### config.mk
export PLATFORM = sky130hd
export DESIGN_NAME = crbus_master
export DESIGN_NICKNAME = d
export VERILOG_FILES = /design/src/rtl/crbus_pkg.sv /design/src/rtl/crbus_wait_timer.sv /design/src/rtl/crbus_phase.sv /design/src/rtl/crbus_seq.sv /design/src/rtl/crbus_master.sv
export SDC_FILE = /design/constraint.sdc
export NUM_CORES = 1
export LEC_CHECK = 0
export ABC_CLOCK_PERIOD_IN_PS = 1900
export BUFFER_PORTS_ARGS = -buffer_cell sky130_fd_sc_hd__buf_2
export CAP_MARGIN = 5
export CELL_PAD_IN_SITES_DETAIL_PLACEMENT = 0
export CELL_PAD_IN_SITES_GLOBAL_PLACEMENT = 1
export CORE_ASPECT_RATIO = 1.1
export CORE_UTILIZATION = 37
export CTS_BUF_LIST = sky130_fd_sc_hd__clkbuf_4 sky130_fd_sc_hd__clkbuf_8
export DETAILED_ROUTE_END_ITERATION = 16
export GPL_ROUTABILITY_DRIVEN = 0
export PLACE_DENSITY = 0.83
export SYNTH_ARGS = -nofsm -noshare
export SYNTH_HDL_FRONTEND = slang
export SYNTH_SLANG_ARGS = --single-unit
### constraint.sdc
create_clock -name clk -period 1.9 [get_ports clk]
set_input_delay 0.19 -clock clk [delete_from_list [all_inputs] [get_ports clk]]
set_output_delay 0.19 -clock clk [all_outputs]
set_load 0.005 [all_outputs]
### src/rtl/crbus_pkg.sv
`timescale 1ns/1ps
package crbus_pkg;
    typedef enum logic [1:0] {
        PH_ADDR   = 2'd0,
        PH_DATA   = 2'd1,
        PH_COMMIT = 2'd2,
        PH_READ   = 2'd3
    } phase_e;

    typedef enum logic [1:0] {
        OP_READ     = 2'd0,
        OP_WRITE    = 2'd1,
        OP_RMW      = 2'd2,
        OP_READ_ALT = 2'd3
    } op_e;

    typedef enum logic [1:0] {
        HS_IDLE,
        HS_SETUP,
        HS_HIGH,
        HS_LOW
    } hs_state_e;

    typedef enum logic [1:0] {
        SQ_IDLE,
        SQ_LAUNCH,
        SQ_WAIT
    } sq_state_e;
endpackage

### src/rtl/crbus_wait_timer.sv
`timescale 1ns/1ps
module crbus_wait_timer #(
    parameter int unsigned LIMIT = 200
) (
    input  logic clk,
    input  logic rst_n,
    input  logic load,
    input  logic tick,
    output logic expired
);
    localparam int unsigned CW = $clog2(LIMIT + 1);

    logic [CW-1:0] cnt_d, cnt_q;

    always_comb begin
        cnt_d = cnt_q;
        if (load) begin
            cnt_d = CW'(LIMIT - 1);
        end else if (tick && (cnt_q != '0)) begin
            cnt_d = cnt_q - 1'b1;
        end
    end

    always_ff @(posedge clk) begin
        if (!rst_n) cnt_q <= '0;
        else        cnt_q <= cnt_d;
    end

    assign expired = (cnt_q == '0);
endmodule

### src/rtl/crbus_phase.sv
`timescale 1ns/1ps
module crbus_phase
    import crbus_pkg::*;
#(
    parameter int unsigned DATA_W    = 16,
    parameter int unsigned SETUP_CYC = 2,
    parameter int unsigned TMO_CYC   = 200
) (
    input  logic              clk,
    input  logic              rst_n,
    input  logic              start,
    input  phase_e            kind,
    input  logic [DATA_W-1:0] value,
    input  logic              ack,
    input  logic [DATA_W-1:0] dout,
    output logic [DATA_W-1:0] din,
    output logic              cap_addr,
    output logic              cap_data,
    output logic              wr,
    output logic              rd,
    output logic              ok,
    output logic              fail,
    output logic [DATA_W-1:0] rd_data
);
    localparam int unsigned SW = $clog2(SETUP_CYC + 1);

    typedef struct packed {
        hs_state_e         st;
        phase_e            kind;
        logic [DATA_W-1:0] din;
        logic [SW-1:0]     scnt;
        logic [DATA_W-1:0] cap;
    } hs_regs_t;

    hs_regs_t r_d, r_q;
    logic     t_load, t_tick, expired;

    crbus_wait_timer #(.LIMIT(TMO_CYC)) u_timer (
        .clk     (clk),
        .rst_n   (rst_n),
        .load    (t_load),
        .tick    (t_tick),
        .expired (expired)
    );

    always_comb begin
        r_d    = r_q;
        ok     = 1'b0;
        fail   = 1'b0;
        t_load = 1'b0;
        t_tick = 1'b0;
        case (r_q.st)
            HS_IDLE: begin
                if (start) begin
                    r_d.st   = HS_SETUP;
                    r_d.kind = kind;
                    r_d.din  = (kind == PH_READ) ? '0 : value;
                    r_d.scnt = SW'(SETUP_CYC - 1);
                end
            end
            HS_SETUP: begin
                if (r_q.scnt == '0) begin
                    r_d.st = HS_HIGH;
                    t_load = 1'b1;
                end else begin
                    r_d.scnt = r_q.scnt - 1'b1;
                end
            end
            HS_HIGH: begin
                t_tick = 1'b1;
                if (ack) begin
                    t_load = 1'b1;
                    r_d.st = HS_LOW;
                    if (r_q.kind == PH_READ) r_d.cap = dout;
                end else if (expired) begin
                    fail   = 1'b1;
                    r_d.st = HS_IDLE;
                end
            end
            default: begin
                t_tick = 1'b1;
                if (!ack) begin
                    ok     = 1'b1;
                    r_d.st = HS_IDLE;
                end else if (expired) begin
                    fail   = 1'b1;
                    r_d.st = HS_IDLE;
                end
            end
        endcase
    end

    always_ff @(posedge clk) begin
        if (!rst_n) r_q <= '0;
        else        r_q <= r_d;
    end

    logic in_high;
    assign in_high  = (r_q.st == HS_HIGH);
    assign cap_addr = in_high && (r_q.kind == PH_ADDR);
    assign cap_data = in_high && (r_q.kind == PH_DATA);
    assign wr       = in_high && (r_q.kind == PH_COMMIT);
    assign rd       = in_high && (r_q.kind == PH_READ);
    assign din      = r_q.din;
    assign rd_data  = r_q.cap;

    logic strb_any;
    assign strb_any = cap_addr | cap_data | wr | rd;

    a_r7_one_strobe: assert property (@(posedge clk) disable iff (!rst_n)
        $onehot0({cap_addr, cap_data, wr, rd}));

    a_r3_setup_before_strobe: assert property (@(posedge clk) disable iff (!rst_n)
        $rose(strb_any) |-> (($past(din) == din) && ($past(din, 2) == din)));

    a_r3_release_after_ack: assert property (@(posedge clk) disable iff (!rst_n)
        (strb_any && ack) |=> !strb_any);

    a_r10_din_stable: assert property (@(posedge clk) disable iff (!rst_n)
        (strb_any && $past(strb_any)) |-> $stable(din));

    a_r8_abort_drops_strobe: assert property (@(posedge clk) disable iff (!rst_n)
        fail |=> (!strb_any && (r_q.st == HS_IDLE)));
endmodule

### src/rtl/crbus_seq.sv
`timescale 1ns/1ps
module crbus_seq
    import crbus_pkg::*;
#(
    parameter int unsigned ADDR_W = 16,
    parameter int unsigned DATA_W = 16
) (
    input  logic              clk,
    input  logic              rst_n,
    input  logic              cmd_valid,
    input  logic [1:0]        cmd_op,
    input  logic [ADDR_W-1:0] cmd_addr,
    input  logic [DATA_W-1:0] cmd_wdata,
    input  logic [DATA_W-1:0] cmd_mask,
    output logic              cmd_ready,
    output logic              done,
    output logic              err,
    output logic              ph_start,
    output phase_e            ph_kind,
    output logic [DATA_W-1:0] ph_value,
    input  logic              ph_ok,
    input  logic              ph_fail,
    input  logic [DATA_W-1:0] ph_rdata
);
    typedef struct packed {
        sq_state_e         st;
        op_e               op;
        logic [ADDR_W-1:0] addr;
        logic [DATA_W-1:0] wdata;
        logic [DATA_W-1:0] mask;
        logic [2:0]        step;
        logic              done;
        logic              err;
    } sq_regs_t;

    sq_regs_t r_d, r_q;

    function automatic phase_e step_kind(input op_e op, input logic [2:0] s);
        phase_e k;
        if (op == OP_WRITE) begin
            case (s)
                3'd0:    k = PH_ADDR;
                3'd1:    k = PH_DATA;
                default: k = PH_COMMIT;
            endcase
        end else if (op == OP_RMW) begin
            case (s)
                3'd0:    k = PH_ADDR;
                3'd1:    k = PH_READ;
                3'd2:    k = PH_ADDR;
                3'd3:    k = PH_DATA;
                default: k = PH_COMMIT;
            endcase
        end else begin
            k = (s == 3'd0) ? PH_ADDR : PH_READ;
        end
        return k;
    endfunction

    function automatic logic [2:0] last_step(input op_e op);
        case (op)
            OP_WRITE: return 3'd2;
            OP_RMW:   return 3'd4;
            default:  return 3'd1;
        endcase
    endfunction

    logic [DATA_W-1:0] merged;
    assign merged  = (ph_rdata & ~r_q.mask) | r_q.wdata;
    assign ph_kind = step_kind(r_q.op, r_q.step);

    always_comb begin
        case (ph_kind)
            PH_ADDR: ph_value = DATA_W'(r_q.addr);
            PH_READ: ph_value = '0;
            default: ph_value = (r_q.op == OP_RMW) ? merged : r_q.wdata;
        endcase
    end

    always_comb begin
        r_d      = r_q;
        r_d.done = 1'b0;
        r_d.err  = 1'b0;
        ph_start = 1'b0;
        case (r_q.st)
            SQ_IDLE: begin
                if (cmd_valid) begin
                    r_d.st    = SQ_LAUNCH;
                    r_d.op    = op_e'(cmd_op);
                    r_d.addr  = cmd_addr;
                    r_d.wdata = cmd_wdata;
                    r_d.mask  = cmd_mask;
                    r_d.step  = 3'd0;
                end
            end
            SQ_LAUNCH: begin
                ph_start = 1'b1;
                r_d.st   = SQ_WAIT;
            end
            default: begin
                if (ph_fail) begin
                    r_d.done = 1'b1;
                    r_d.err  = 1'b1;
                    r_d.st   = SQ_IDLE;
                end else if (ph_ok) begin
                    if (r_q.step == last_step(r_q.op)) begin
                        r_d.done = 1'b1;
                        r_d.st   = SQ_IDLE;
                    end else begin
                        r_d.step = r_q.step + 3'd1;
                        r_d.st   = SQ_LAUNCH;
                    end
                end
            end
        endcase
    end

    always_ff @(posedge clk) begin
        if (!rst_n) r_q <= '0;
        else        r_q <= r_d;
    end

    assign cmd_ready = (r_q.st == SQ_IDLE);
    assign done      = r_q.done;
    assign err       = r_q.err;

    a_r9_done_pulse: assert property (@(posedge clk) disable iff (!rst_n)
        done |=> !done);

    a_r8_err_with_done: assert property (@(posedge clk) disable iff (!rst_n)
        err |-> done);

    a_r9_ready_at_done: assert property (@(posedge clk) disable iff (!rst_n)
        done |-> cmd_ready);

    a_r2_no_launch_when_idle: assert property (@(posedge clk) disable iff (!rst_n)
        cmd_ready |-> !ph_start);
endmodule

### src/rtl/crbus_master.sv
`timescale 1ns/1ps
module crbus_master
    import crbus_pkg::*;
#(
    parameter int unsigned ADDR_W    = 16,
    parameter int unsigned DATA_W    = 16,
    parameter int unsigned SETUP_CYC = 2,
    parameter int unsigned TMO_CYC   = 200
) (
    input  logic              clk,
    input  logic              rst_n,
    input  logic              cmd_valid,
    input  logic [1:0]        cmd_op,
    input  logic [ADDR_W-1:0] cmd_addr,
    input  logic [DATA_W-1:0] cmd_wdata,
    input  logic [DATA_W-1:0] cmd_mask,
    output logic              cmd_ready,
    output logic              done,
    output logic              err,
    output logic [DATA_W-1:0] rdata,
    output logic [DATA_W-1:0] phy_din,
    output logic              phy_cap_addr,
    output logic              phy_cap_data,
    output logic              phy_write,
    output logic              phy_read,
    input  logic              phy_ack,
    input  logic [DATA_W-1:0] phy_dout
);
    logic              ph_start, ph_ok, ph_fail;
    phase_e            ph_kind;
    logic [DATA_W-1:0] ph_value, ph_rdata;

    crbus_seq #(
        .ADDR_W (ADDR_W),
        .DATA_W (DATA_W)
    ) u_seq (
        .clk       (clk),
        .rst_n     (rst_n),
        .cmd_valid (cmd_valid),
        .cmd_op    (cmd_op),
        .cmd_addr  (cmd_addr),
        .cmd_wdata (cmd_wdata),
        .cmd_mask  (cmd_mask),
        .cmd_ready (cmd_ready),
        .done      (done),
        .err       (err),
        .ph_start  (ph_start),
        .ph_kind   (ph_kind),
        .ph_value  (ph_value),
        .ph_ok     (ph_ok),
        .ph_fail   (ph_fail),
        .ph_rdata  (ph_rdata)
    );

    crbus_phase #(
        .DATA_W    (DATA_W),
        .SETUP_CYC (SETUP_CYC),
        .TMO_CYC   (TMO_CYC)
    ) u_phase (
        .clk      (clk),
        .rst_n    (rst_n),
        .start    (ph_start),
        .kind     (ph_kind),
        .value    (ph_value),
        .ack      (phy_ack),
        .dout     (phy_dout),
        .din      (phy_din),
        .cap_addr (phy_cap_addr),
        .cap_data (phy_cap_data),
        .wr       (phy_write),
        .rd       (phy_read),
        .ok       (ph_ok),
        .fail     (ph_fail),
        .rd_data  (ph_rdata)
    );

    assign rdata = ph_rdata;
endmodule

==> impl_metrics.py <==
metrics = {
    "run_status": {
        "status": "finished, final reports clean",
    },
    "synthesis": {
        "synth_area_leader_cell": "dfxtp_1",
        "synth_seq_cells": 103,
        "synth_top_area_share": 0.4097,
        "syn-instance-count": 643,
        "async_reset_ff_frac": 0,
        "syn-num-nets": 728,
        "seq_area_frac_synth": 0.4097,
        "synth_edf_count": 0,
        "synthTopCellsByCount": "nand2_1 (157), dfxtp_1 (103), a21oi_1 (96), buf_4 (34), nor2_1 (34)",
        "synth.top_cells.by_area": "dfxtp_1 (41%), nand2_1 (12%), a21oi_1 (9.5%)",
        "syn_area_per_cell_sq_um": 7.826,
        "syn_area_sq_um": 5032,
        "synth-main-ff-cell": "dfxtp_1",
        "yosysUniqueCellTypes": 47,
        "yosysMostFrequentCell": "nand2_1",
        "ys_warn_count": 0,
    },
    "layout": {
        "post-route-util": 0.4595,
        "diodes": 0,
        "nFillCells": 1342,
        "area_delta_synth_final_pct": 20.64,
        "drive_gt1_frac": 0.2869,
        "nNetsFinal": 805,
    },
    "worst_setup_path": {
        "critPathKind": "flip-flop to flip-flop",
        "crit_family": "compound AO/OA/AOI/OAI gates",
        "path_depth": 7,
        "worst-endpoint-arrival_ns": 2.12,
        "path_max_fanout": 6,
        "r2r.worst_path.cells": 7,
        "crit_chain": "inv_1 -> ha_2 -> nor3b_2 -> a311o_2 -> and3_4 -> a32oi_1 -> a21oi_1",
        "crit_buf_inv": 1,
        "required_ns": 2.14,
        "crit_path_max_incr_delay_ns": 0.43,
        "crit_path_start_kind": "flip-flop",
        "crit_path_top_delay_cell": "a311o_2",
        "endpoint_kind": "flip-flop",
    },
    "global_route": {
        "grt_antenna_before_repair": 1,
        "grt_pass1_vias": 4429,
        "grt-ovfl-total": 0,
        "grt_start_max_net_pins": 51,
        "grt_pass1_wl_um": 21800,
        "track_usage": 0.1944,
    },
    "cts": {
        "clock_tree.root_cell": "clkbuf_8",
        "cts_inserted_buffers": 9,
        "cts_tree": "built",
        "clock_sinks": 103,
        "cts_buffer_depth": 2,
        "cts_hold_buf": 0,
        "insertion_delay_ns": 0.37,
        "htree_levels": 3,
        "clk_pin_slew_ns": 0.11,
    },
    "timing": {
        "drv_slew": 0,
        "tightest_slew_ns": 0.5339,
        "period_needed_ns": 1.882,
        "fmax_ghz": 0.5314,
        "rsz0062_at_grt": "yes",
        "fin_crit_sh": 0.9904,
        "fin_skew_ns": 0.01314,
        "finalSetupViolCount": 0,
        "finalWorstSetupSlack_ns": 0.01820,
        "finalSetupTns_ns": 0,
        "relSlewSlack": 0.6441,
        "final_hold_viol_count": 0,
        "hold_slack_ns": 0.04051,
    },
    "route": {
        "firstDrtPassIters": 4,
        "dr_total_vias": 4688,
        "met3_length_um": 843,
        "m1WireLength_um": 6069,
        "drcViolationCount": 0,
        "wl_met2_um": 6731,
        "drt_iter0_drc": 251,
        "avgRoutedWirePerCell_um": 15.71,
        "totalWireLength_um": 13920,
        "via_per_inst": 5.291,
        "top_layer_used": "met4",
        "drt.antenna.violating_nets": 0,
    },
    "die": {
        "ios": 109,
        "fp-row-count": 44,
        "die_x_um": 113.2,
        "die_area_sq_um": 14070,
        "die_h_um": 124.3,
        "initial_core_util": 0.3809,
        "core_region_area_sq_um": 13210,
    },
    "place": {
        "dpl.hpwl_um": 9215,
        "numPortBuffers": 108,
        "dpl_worst_slack_ns": -0.1220,
    },
    "pwr": {
        "ir_drop_uv": 356.6,
        "leakage_nw": 2.353,
        "power_w": 0.004401,
        "powerDensity_nw_per_um2": 724.9,
    },
    "flow_run": {
        "cap_violations": 0,
    },
    "min_path": {
        "whs_path_depth": 3,
        "min_path_type": "input port to flip-flop",
    },
}
## cell type report
| cell class | count | area [sq um] | share of cell area |
|---|---|---|---|
| Tap cell | 161 | 201.4 | 0.03318 |
| Multi-Input combinational cell | 436 | 2640 | 0.4349 |
| Clock buffer | 9 | 123.9 | 0.02040 |
| Inverter | 31 | 116.4 | 0.01917 |
| Sequential cell | 103 | 2071 | 0.3411 |
| Timing Repair Buffer | 139 | 839.6 | 0.1383 |
| Clock inverter | 7 | 78.83 | 0.01298 |
## per-layer routing
layer | GRT usage | vias up
met3 | 0.03601 | 18
met5 | 0 | -
met2 | 0.3093 | 143
met1 | 0.2583 | 2201
li1 | - | 2326
met4 | 0.07895 | 0
## worst min-delay path, delay by kind of cell
family / cells / cell delay [ns]
buffers and inverters: 1 / 0.09
AOI/OAI and AO/OA: 1 / 0.05
and+or+nand+nor: 1 / 0.04
## final timing paths
path / from / end / slack, ns
setup / recovery: u_seq.r_q[3]$_SDFFE_PN0P_ / u_phase.din[5]$_SDFFE_PN0P_ / 0.02
setup reg to reg: u_seq.r_q[3]$_SDFFE_PN0P_ / u_phase.din[5]$_SDFFE_PN0P_ / 0.02
hold reg to reg: u_seq.r_q[12]$_SDFFE_PN0P_ / u_seq.r_q[12]$_SDFFE_PN0P_ / 0.46
hold / removal: phy_dout[10] / u_phase.rd_data[10]$_SDFFE_PN0P_ / 0.04
## cells in the final DEF, fill, tap and decap left out, drive strengths merged, types with 2 or more instances in the layout
cell type and count:
clkbuf 10, ha 15, a32oi 32, clkinvlp 2, and3 5, a22oi 3, clkinv 2, a21oi 96
dfxtp 103, nor2 35, nor2b 5, nor3 5, a31oi 16, o21ai 6, inv 33, buf 138
nor4 17, nor3b 2, and2 5, nand2 157, nand3 4, or3 3, xor2 9, or2 2
nand2b 3, a211oi 2
## metrics by stage
| step | std cells | area [sq um] |
|---|---|---|
| global placement | 864 | 5573 |
| finish | 886 | 6071 |
| global route | 886 | 6071 |
| floorplan | 643 | 5036 |
| CTS | 879 | 5769 |
| detailed placement | 864 | 5573 |
## registers in the layout (all words and copies together), names as in the netlist
name                   count
u_seq.err                  1
u_phase.rd_data           16
u_phase.din               16
u_seq.r_q                 55
u_phase.r_q                6
u_seq.done                 1
u_phase.u_timer.cnt_q      8
## power breakdown
part / internal [W] / switching, W
Combinational: 0.000263 / 0.000389
Clock: 0.000623 / 0.000808
Sequential: 0.00225 / 0.0000627
## logic make-up after synthesis
| family | after synthesis | synth area share |
|---|---|---|
| DFF | 103 | 0.4097 |
| muxes | 2 | 0.004227 |
| AOI/OAI and AO/OA | 164 | 0.2064 |
| and+or+nand+nor | 242 | 0.2091 |
| buffers and inverters | 107 | 0.1159 |
| adders and majority gates | 15 | 0.03729 |
| xor gates and xnor gates | 10 | 0.01741 |
## timing repair
| action | CTS | global route |
|---|---|---|
| endpoints found under the hold margin | 0 | 0 |
| pin swaps | 5 | 16 |
| endpoints found under the setup margin | 16 | 22 |
| resized for setup | 6 | 47 |
| setup buffers | 0 | 3 |
| cloned | 0 | 4 |
Power figures use the tool's default switching activity.
